===== src/rtl/bxs_pkg.sv =====
package bxs_pkg;

  localparam logic [1:0] SZ_LONG = 2'b00;
  localparam logic [1:0] SZ_BYTE = 2'b01;
  localparam logic [1:0] SZ_WORD = 2'b10;
  localparam logic [1:0] SZ_LINE = 2'b11;

  localparam int LINE_BYTES = 16;
  localparam int REM_W      = $clog2(LINE_BYTES) + 1;
  localparam int CNT_W      = $clog2(LINE_BYTES);

  typedef enum logic [1:0] {ST_IDLE, ST_START, ST_WAIT} seq_state_t;

  // Bytes covered by a size code.
  function automatic logic [REM_W-1:0] size_bytes(input logic [1:0] code);
    case (code)
      SZ_BYTE: size_bytes = REM_W'(1);
      SZ_WORD: size_bytes = REM_W'(2);
      SZ_LINE: size_bytes = REM_W'(LINE_BYTES);
      default: size_bytes = REM_W'(4);
    endcase
  endfunction

  // Port select doubles as the port's size code; the spare value maps to 32 bits.
  function automatic logic [1:0] port_code(input logic [1:0] sel);
    port_code = (sel == SZ_LINE) ? SZ_LONG : sel;
  endfunction

endpackage


===== src/rtl/bxs_piece_calc.sv =====
module bxs_piece_calc
  import bxs_pkg::*;
(
  input  logic [1:0]       addr_lo,
  input  logic [REM_W-1:0] rem_bytes,
  input  logic             is_line,
  output logic [REM_W-1:0] piece_bytes,
  output logic [1:0]       piece_code
);

  // Largest naturally aligned chunk that fits the bytes still owed.
  always_comb begin
    if (is_line) begin
      piece_bytes = REM_W'(LINE_BYTES);
      piece_code  = SZ_LINE;
    end else if (addr_lo == 2'b00 && rem_bytes >= REM_W'(4)) begin
      piece_bytes = REM_W'(4);
      piece_code  = SZ_LONG;
    end else if (!addr_lo[0] && rem_bytes >= REM_W'(2)) begin
      piece_bytes = REM_W'(2);
      piece_code  = SZ_WORD;
    end else begin
      piece_bytes = REM_W'(1);
      piece_code  = SZ_BYTE;
    end
  end

endmodule


===== src/rtl/bxs_beat_calc.sv =====
module bxs_beat_calc
  import bxs_pkg::*;
(
  input  logic [REM_W-1:0] piece_bytes,
  input  logic [REM_W-1:0] port_bytes,
  output logic [CNT_W-1:0] beats_m1
);

  logic [REM_W-1:0] quot;

  // Port widths are powers of two, so the division is a shift.
  always_comb begin
    case (port_bytes)
      REM_W'(1): quot = piece_bytes;
      REM_W'(2): quot = piece_bytes >> 1;
      default:   quot = piece_bytes >> 2;
    endcase
    if (quot == '0) quot = REM_W'(1);
    beats_m1 = CNT_W'(quot - REM_W'(1));
  end

endmodule


===== src/rtl/bus_xfer_seq.sv =====
module bus_xfer_seq
  import bxs_pkg::*;
#(
  parameter int ADDR_W = 32
) (
  input  logic              clk,
  input  logic              rst,
  input  logic              req_valid,
  input  logic [ADDR_W-1:0] req_addr,
  input  logic              req_write,
  input  logic [1:0]        req_size,
  input  logic              req_burst,
  input  logic              req_sdram,
  input  logic [1:0]        port_sel,
  input  logic              bus_ta,
  output logic              req_ready,
  output logic [ADDR_W-1:0] bus_addr,
  output logic [1:0]        bus_size,
  output logic              bus_write,
  output logic              bus_ts,
  output logic              bus_tip,
  output logic              done,
  output logic              err
);

  seq_state_t        st;
  logic [ADDR_W-1:0] piece_base;
  logic [REM_W-1:0]  piece_len;
  logic [REM_W-1:0]  rem_left;
  logic [REM_W-1:0]  port_bytes_q;
  logic [CNT_W-1:0]  beats_left;
  logic [1:0]        piece_code_q;
  logic [1:0]        port_code_q;
  logic              burst_q;
  logic              line_q;
  logic              sdram_q;

  logic              idle;
  logic              req_line;
  logic              line_misaligned;
  logic [ADDR_W-1:0] next_base;
  logic [1:0]        calc_addr_lo;
  logic [REM_W-1:0]  calc_rem;
  logic              calc_line;
  logic [REM_W-1:0]  calc_port_bytes;
  logic [REM_W-1:0]  pc_bytes;
  logic [1:0]        pc_code;
  logic [CNT_W-1:0]  pc_beats_m1;

  assign idle            = (st == ST_IDLE);
  assign req_ready       = idle;
  assign req_line        = (req_size == SZ_LINE);
  assign line_misaligned = req_line && (req_addr[3:0] != 4'h0);
  assign next_base       = piece_base + ADDR_W'(piece_len);

  // One calculator serves both the first piece and every later one.
  assign calc_addr_lo    = idle ? req_addr[1:0] : next_base[1:0];
  assign calc_rem        = idle ? size_bytes(req_size) : rem_left;
  assign calc_line       = idle ? req_line : line_q;
  assign calc_port_bytes = idle ? size_bytes(port_code(port_sel)) : port_bytes_q;

  bxs_piece_calc u_piece (
    .addr_lo     (calc_addr_lo),
    .rem_bytes   (calc_rem),
    .is_line     (calc_line),
    .piece_bytes (pc_bytes),
    .piece_code  (pc_code)
  );

  bxs_beat_calc u_beats (
    .piece_bytes (pc_bytes),
    .port_bytes  (calc_port_bytes),
    .beats_m1    (pc_beats_m1)
  );

  always_ff @(posedge clk) begin
    if (rst) begin
      st           <= ST_IDLE;
      bus_addr     <= '0;
      bus_size     <= SZ_LONG;
      bus_write    <= 1'b0;
      bus_ts       <= 1'b0;
      bus_tip      <= 1'b0;
      done         <= 1'b0;
      err          <= 1'b0;
      piece_base   <= '0;
      piece_len    <= '0;
      rem_left     <= '0;
      port_bytes_q <= REM_W'(4);
      beats_left   <= '0;
      piece_code_q <= SZ_LONG;
      port_code_q  <= SZ_LONG;
      burst_q      <= 1'b0;
      line_q       <= 1'b0;
      sdram_q      <= 1'b0;
    end else begin
      done <= 1'b0;
      err  <= 1'b0;
      case (st)
        ST_IDLE: begin
          if (req_valid) begin
            if (line_misaligned) begin
              err <= 1'b1;
            end else begin
              bus_addr     <= req_addr;
              bus_size     <= pc_code;
              bus_write    <= req_write;
              bus_ts       <= 1'b1;
              bus_tip      <= !req_sdram;
              piece_base   <= req_addr;
              piece_len    <= pc_bytes;
              piece_code_q <= pc_code;
              rem_left     <= calc_rem - pc_bytes;
              beats_left   <= pc_beats_m1;
              port_bytes_q <= calc_port_bytes;
              port_code_q  <= port_code(port_sel);
              burst_q      <= req_burst;
              line_q       <= req_line;
              sdram_q      <= req_sdram;
              st           <= ST_START;
            end
          end
        end
        ST_START: begin
          bus_ts <= 1'b0;
          st     <= ST_WAIT;
        end
        ST_WAIT: begin
          if (bus_ta) begin
            if (beats_left != '0) begin
              bus_addr   <= bus_addr + ADDR_W'(port_bytes_q);
              beats_left <= beats_left - CNT_W'(1);
              bus_size   <= burst_q ? piece_code_q : port_code_q;
              if (!burst_q) begin
                bus_ts <= 1'b1;
                st     <= ST_START;
              end
            end else if (rem_left != '0) begin
              bus_addr     <= next_base;
              piece_base   <= next_base;
              piece_len    <= pc_bytes;
              piece_code_q <= pc_code;
              bus_size     <= pc_code;
              rem_left     <= rem_left - pc_bytes;
              beats_left   <= pc_beats_m1;
              bus_ts       <= 1'b1;
              st           <= ST_START;
            end else begin
              bus_tip <= 1'b0;
              done    <= 1'b1;
              st      <= ST_IDLE;
            end
          end
        end
        default: st <= ST_IDLE;
      endcase
    end
  end

endmodule


===== config.mk =====
export PLATFORM = sky130hd
export DESIGN_NAME = bus_xfer_seq
export DESIGN_NICKNAME = d
export VERILOG_FILES = /design/src/rtl/bxs_pkg.sv /design/src/rtl/bxs_piece_calc.sv /design/src/rtl/bxs_beat_calc.sv /design/src/rtl/bus_xfer_seq.sv
export SDC_FILE = /design/constraint.sdc
export NUM_CORES = 1
export LEC_CHECK = 0
export CAP_MARGIN = 20
export CORE_MARGIN = 2
export CORE_UTILIZATION = 50
export CTS_BUF_LIST = sky130_fd_sc_hd__clkbuf_16
export DETAILED_ROUTE_END_ITERATION = 10
export HOLD_SLACK_MARGIN = 0.02
export PLACE_DENSITY = 0.73
export SETUP_SLACK_MARGIN = 0.5
export SLEW_MARGIN = 20
export SYNTH_ARGS = -nofsm -noshare
export SYNTH_HDL_FRONTEND = slang
export SYNTH_SLANG_ARGS = --single-unit
export TNS_END_PERCENT = 10

===== constraint.sdc =====
create_clock -name clk -period 7.5 [get_ports clk]
set_input_delay 1.875 -clock clk [delete_from_list [all_inputs] [get_ports clk]]
set_output_delay 1.875 -clock clk [all_outputs]
set_load 0.05 [all_outputs]

==> metrics.md <==
| Metric | Value |
|---|---|
| Outcome | `finished clean` |
| Max cap viols | `0` |
| Syn_nets | `976` |
| Number of top-level pins | `83` |
| Worst reg-to-reg path cell count | `11` |
| Placeable Area | `13,200 sq um` |
| Reg area | `1940 sq um` |
| Fin cells | `1,134` |
| Initial Utilization | `0.511` |
| Critical path origin | `req_addr[0]` |
| Async SR Flop Fraction | `0` |
| Total CTS buffers | `9` |
| Largest net degree at the start of global routing | `74` |
| Die footprint | `14,400 sq um` |
| Critical path class | `primary input to flop` |
| Netlist cell types | `75` |
| DP Cell Count | `~1,100` |
| Setup Viol. Count Final | `0` |
| VDD IR-drop max | `0.129 mV` |
| CTS Sinks | `97` |
| Post-synth EDFFs | `0` |
| Synth Flop Type | `dfxtp_1` |
| # nets final | `~1,000` |
| Number of global-route vias before repair | `approximately 6,400` |
| Clk network pwr share | `0.289` |
| Worst-Margin Slew | `1170 ps` |
| Area Growth Syn to Fin | `17.3%` |
| Root Buffer Master | `clkbuf_16` |
| Worst EP required | `7700 ps` |
| DR iter-0 viols | `about 1,300` |
| Worst EP arrival | `4830 ps` |
| Slowest-stage cell, CP | `clkdlybuf4s50_1` |
| First-pass GRT wire length | `35,100 um` |
| H-tree lvl count | `3` |
| Endpoint class of the critical path | `flop` |
| CP cell instances | `clkdlybuf4s50_1 > or3_4 > o32a_1 > nor3_1 > inv_1 > fa_1 > a221o_1 > nand3_1 > o31ai_1 > o21ai_0 > a21oi_1` |
| Seq pwr share | `0.385` |
| Count of warnings emitted by yosys | `0` |
| Wirelength per Cell | `19.7 um` |
| P_leak | `0.00272 uW` |
| Die Ht | `120 um` |
| Area of the multi-input gates | `4460 sq um` |
| Hpwl dp | `15,800 um` |
| CTS tree | `yes` |
| TritonRoute pass-1 iters | `7` |
| Total track usage | `0.310` |
| Hold Vio Cnt, Final | `0` |
| Setup TNS | `0 ps` |
| Post-DRT Antenna Nets | `0` |
| Sequential share of the synthesized area | `0.288` |
| Clock slew at reported path FFs | `~70 ps` |
| PwrDens | `roughly 210 nW/um^2` |
| Detailed-route DRC error count | `0` |
| CP Max Fanout | `5` |
| Minimum clock period | `around 4600 ps` |
| Proportion of layout cells with a drive suffix above 1 | `0.0522` |
| Sw frac | `0.386` |
| N_diodes | `0` |
| Mapped Cells | `914` |
| NetSw | `641 uW` |
| Hold Path Depth | `2` |
| Post_cts resized | `0` |
| Avg Cell Area, Syn | `7.37 sq um` |
| Comb power frac | `0.326` |
| Die W | `120 um` |
| Post-CTS setup buffers | `0` |
| RSZ-0062 raised after global routing | `no` |
| GRT overflow | `0` |
| Worst skew pair latency | `360 ps` |
| Crit path largest cell delay | `approximately 480 ps` |
| WL final | `22,400 um` |
| Row count | `42` |
| CTS Buffer Depth | `2` |
| Fillers | `1,216` |
| Final Max Tran Viols | `0` |
| Post-CTS Hold Buffers | `0` |
| Critical path startpoint category | `primary input` |
| DR vias | `7,400` |
| Post-route clock skew | `8.49 ps` |
| Cell Area, Synth | `just under 7000 sq um` |
| Final period util | `0.618` |
| Reg2reg setup slack | `3690 ps` |
| Port Buffers | `82` |
| Int Power | `a little over 1000 uW` |
| RR Startpoint | `st[1]` |
| Yosys reg bits | `97` |
| Routability cong. | `0.896` |
| Worst hold start | `bus_size[1]` |
| Post-DR vias/cell | `6.53` |
| Max_slew headroom | `0.213` |
| Hold WC Path Type | `flop to flop` |
| Fmax | `216 MHz` |
| Initial antenna violation count | `0` |
[cell usage after synthesis (6+ instances only)]
cell type / instances / area [sq um]
a211oi_1: 20 / 150
a21o_1: 17 / 128
a21oi_1: 75 / 375
a221oi_1: 9 / 78.8
a22oi_1: 15 / 113
a31oi_1: 15 / 93.8
and2_1: 7 / 43.8
and3_1: 10 / 62.6
and4_1: 13 / 114
buf_2: 8 / 40.0
clkbuf_1: 52 / 195
dfxtp_1: 97 / 1940
ha_1: 16 / 200
inv_1: 24 / 90.1
mux2i_1: 7 / 70.1
nand2_1: 103 / 387
nand2b_1: 6 / 37.5
nand3_1: 43 / 215
nand4_1: 18 / 113
nor2_1: 93 / 349
nor3_1: 23 / 115
nor4_1: 8 / 50.1
o211ai_1: 10 / 75.1
o21ai_0: 68 / 340
o31ai_1: 12 / 90.1
o41ai_1: 7 / 61.3
or3_1: 6 / 37.5
or4_1: 7 / 52.6
xnor2_1: 27 / 236
xor2_1: 6 / 52.6
[critical path: cells and delay by family]
kind,cells,cell delay (ps)
buf+inv,2,630
fa+ha+maj,1,470
simple gates,3,860
compound gates,5,1000
[worst paths after layout]
kind | endpoint
worst max-delay path | rem_left[4]
worst min-delay path | bus_size[1]
worst max register to register | rem_left[4]
worst min register to register | bus_size[1]
[metrics by stage]
| stage | power (uW) | cell area, sq um | setup slack (ps) | hold WS, ps | util |
|---|---|---|---|---|---|
| 4_1_cts | 1650 | 7910 | 2940 | 459 | 0.599 |
| 3_3_place_gp | 1170 | 7610 | 2670 | 443 | 0.577 |
| 2_1_floorplan | 996 | 6740 | 3380 | 432 | - |
| 5_1_grt | 1730 | 7910 | 2700 | 478 | 0.599 |
| 3_5_place_dp | 1170 | 7610 | 2580 | 449 | 0.577 |
| 6_report | 1660 | 7910 | 2870 | 453 | 0.599 |
[power groups by stage]
stage / Sequential [uW] / Clock [uW] / Combinational (uW)
global placement: 647 / 0 / 522
floorplan: 693 / 0 / 303
detailed placement: 648 / 0 / 527
global route: 647 / 501 / 580
finish: 639 / 479 / 542
CTS: 636 / 483 / 529
[registers in the layout, indices dropped and copies added, names as in the netlist]
signal / flops
line_q: 1
beats_left: 4
port_code_q: 2
piece_base: 32
bus_tip: 1
piece_code_q: 2
done: 1
bus_write: 1
err: 1
st: 2
port_bytes_q: 5
burst_q: 1
bus_size: 2
bus_addr: 32
piece_len: 4
bus_ts: 1
rem_left: 5
[kinds of logic after synthesis]
kind of cell / count (synthesis) / share of synthesized area
flops: 97 / 0.288
fa+ha+maj: 19 / 0.0386
simple gates: 356 / 0.261
xor+xnor: 33 / 0.0429
buf+inv: 90 / 0.0536
mux: 8 / 0.0121
compound gates: 311 / 0.304
[cell usage in the layout, fill, tap and decap left out, types with 7 or more instances in the layout]
cell             instances
nand3_1                 43
nand2_1                103
a21o_1                  17
o31ai_1                 12
o21ai_0                 68
a22oi_1                 15
ha_1                    16
and4_1                  13
xnor2_1                 27
buf_4                   10
a21oi_1                 75
o211ai_1                10
a211oi_1                20
dfxtp_1                 97
clkdlybuf4s50_1         81
mux2i_1                  7
and2_1                   7
inv_1                   25
nand4_1                 18
o41ai_1                  7
nor2_1                  93
nor3_1                  23
nor4_1                   8
a221oi_1                 9
a31oi_1                 15
or4_1                    7
and3_1                  10
clkbuf_16                9
[metal layers]
metal / GRT usage / part of all wire / vias up
li1: - / - / 3487
met1: 0.485 / 0.46 / 3437
met2: 0.429 / 0.41 / 436
met3: 0.0437 / 0.11 / 40
met4: 0.0978 / 0.021 / 0
met5: 0 / 0 / -
[final cells by class]
class,instances,share of cell area
Clock inverter,7,0.00902
Inverter,26,0.0123
Multi-Input combinational cell,727,0.564
Tap cell,176,0.0279
Timing Repair Buffer,92,0.113
Clock buffer,9,0.0285
Sequential cell,97,0.246
(Power assumes the default switching activity.)
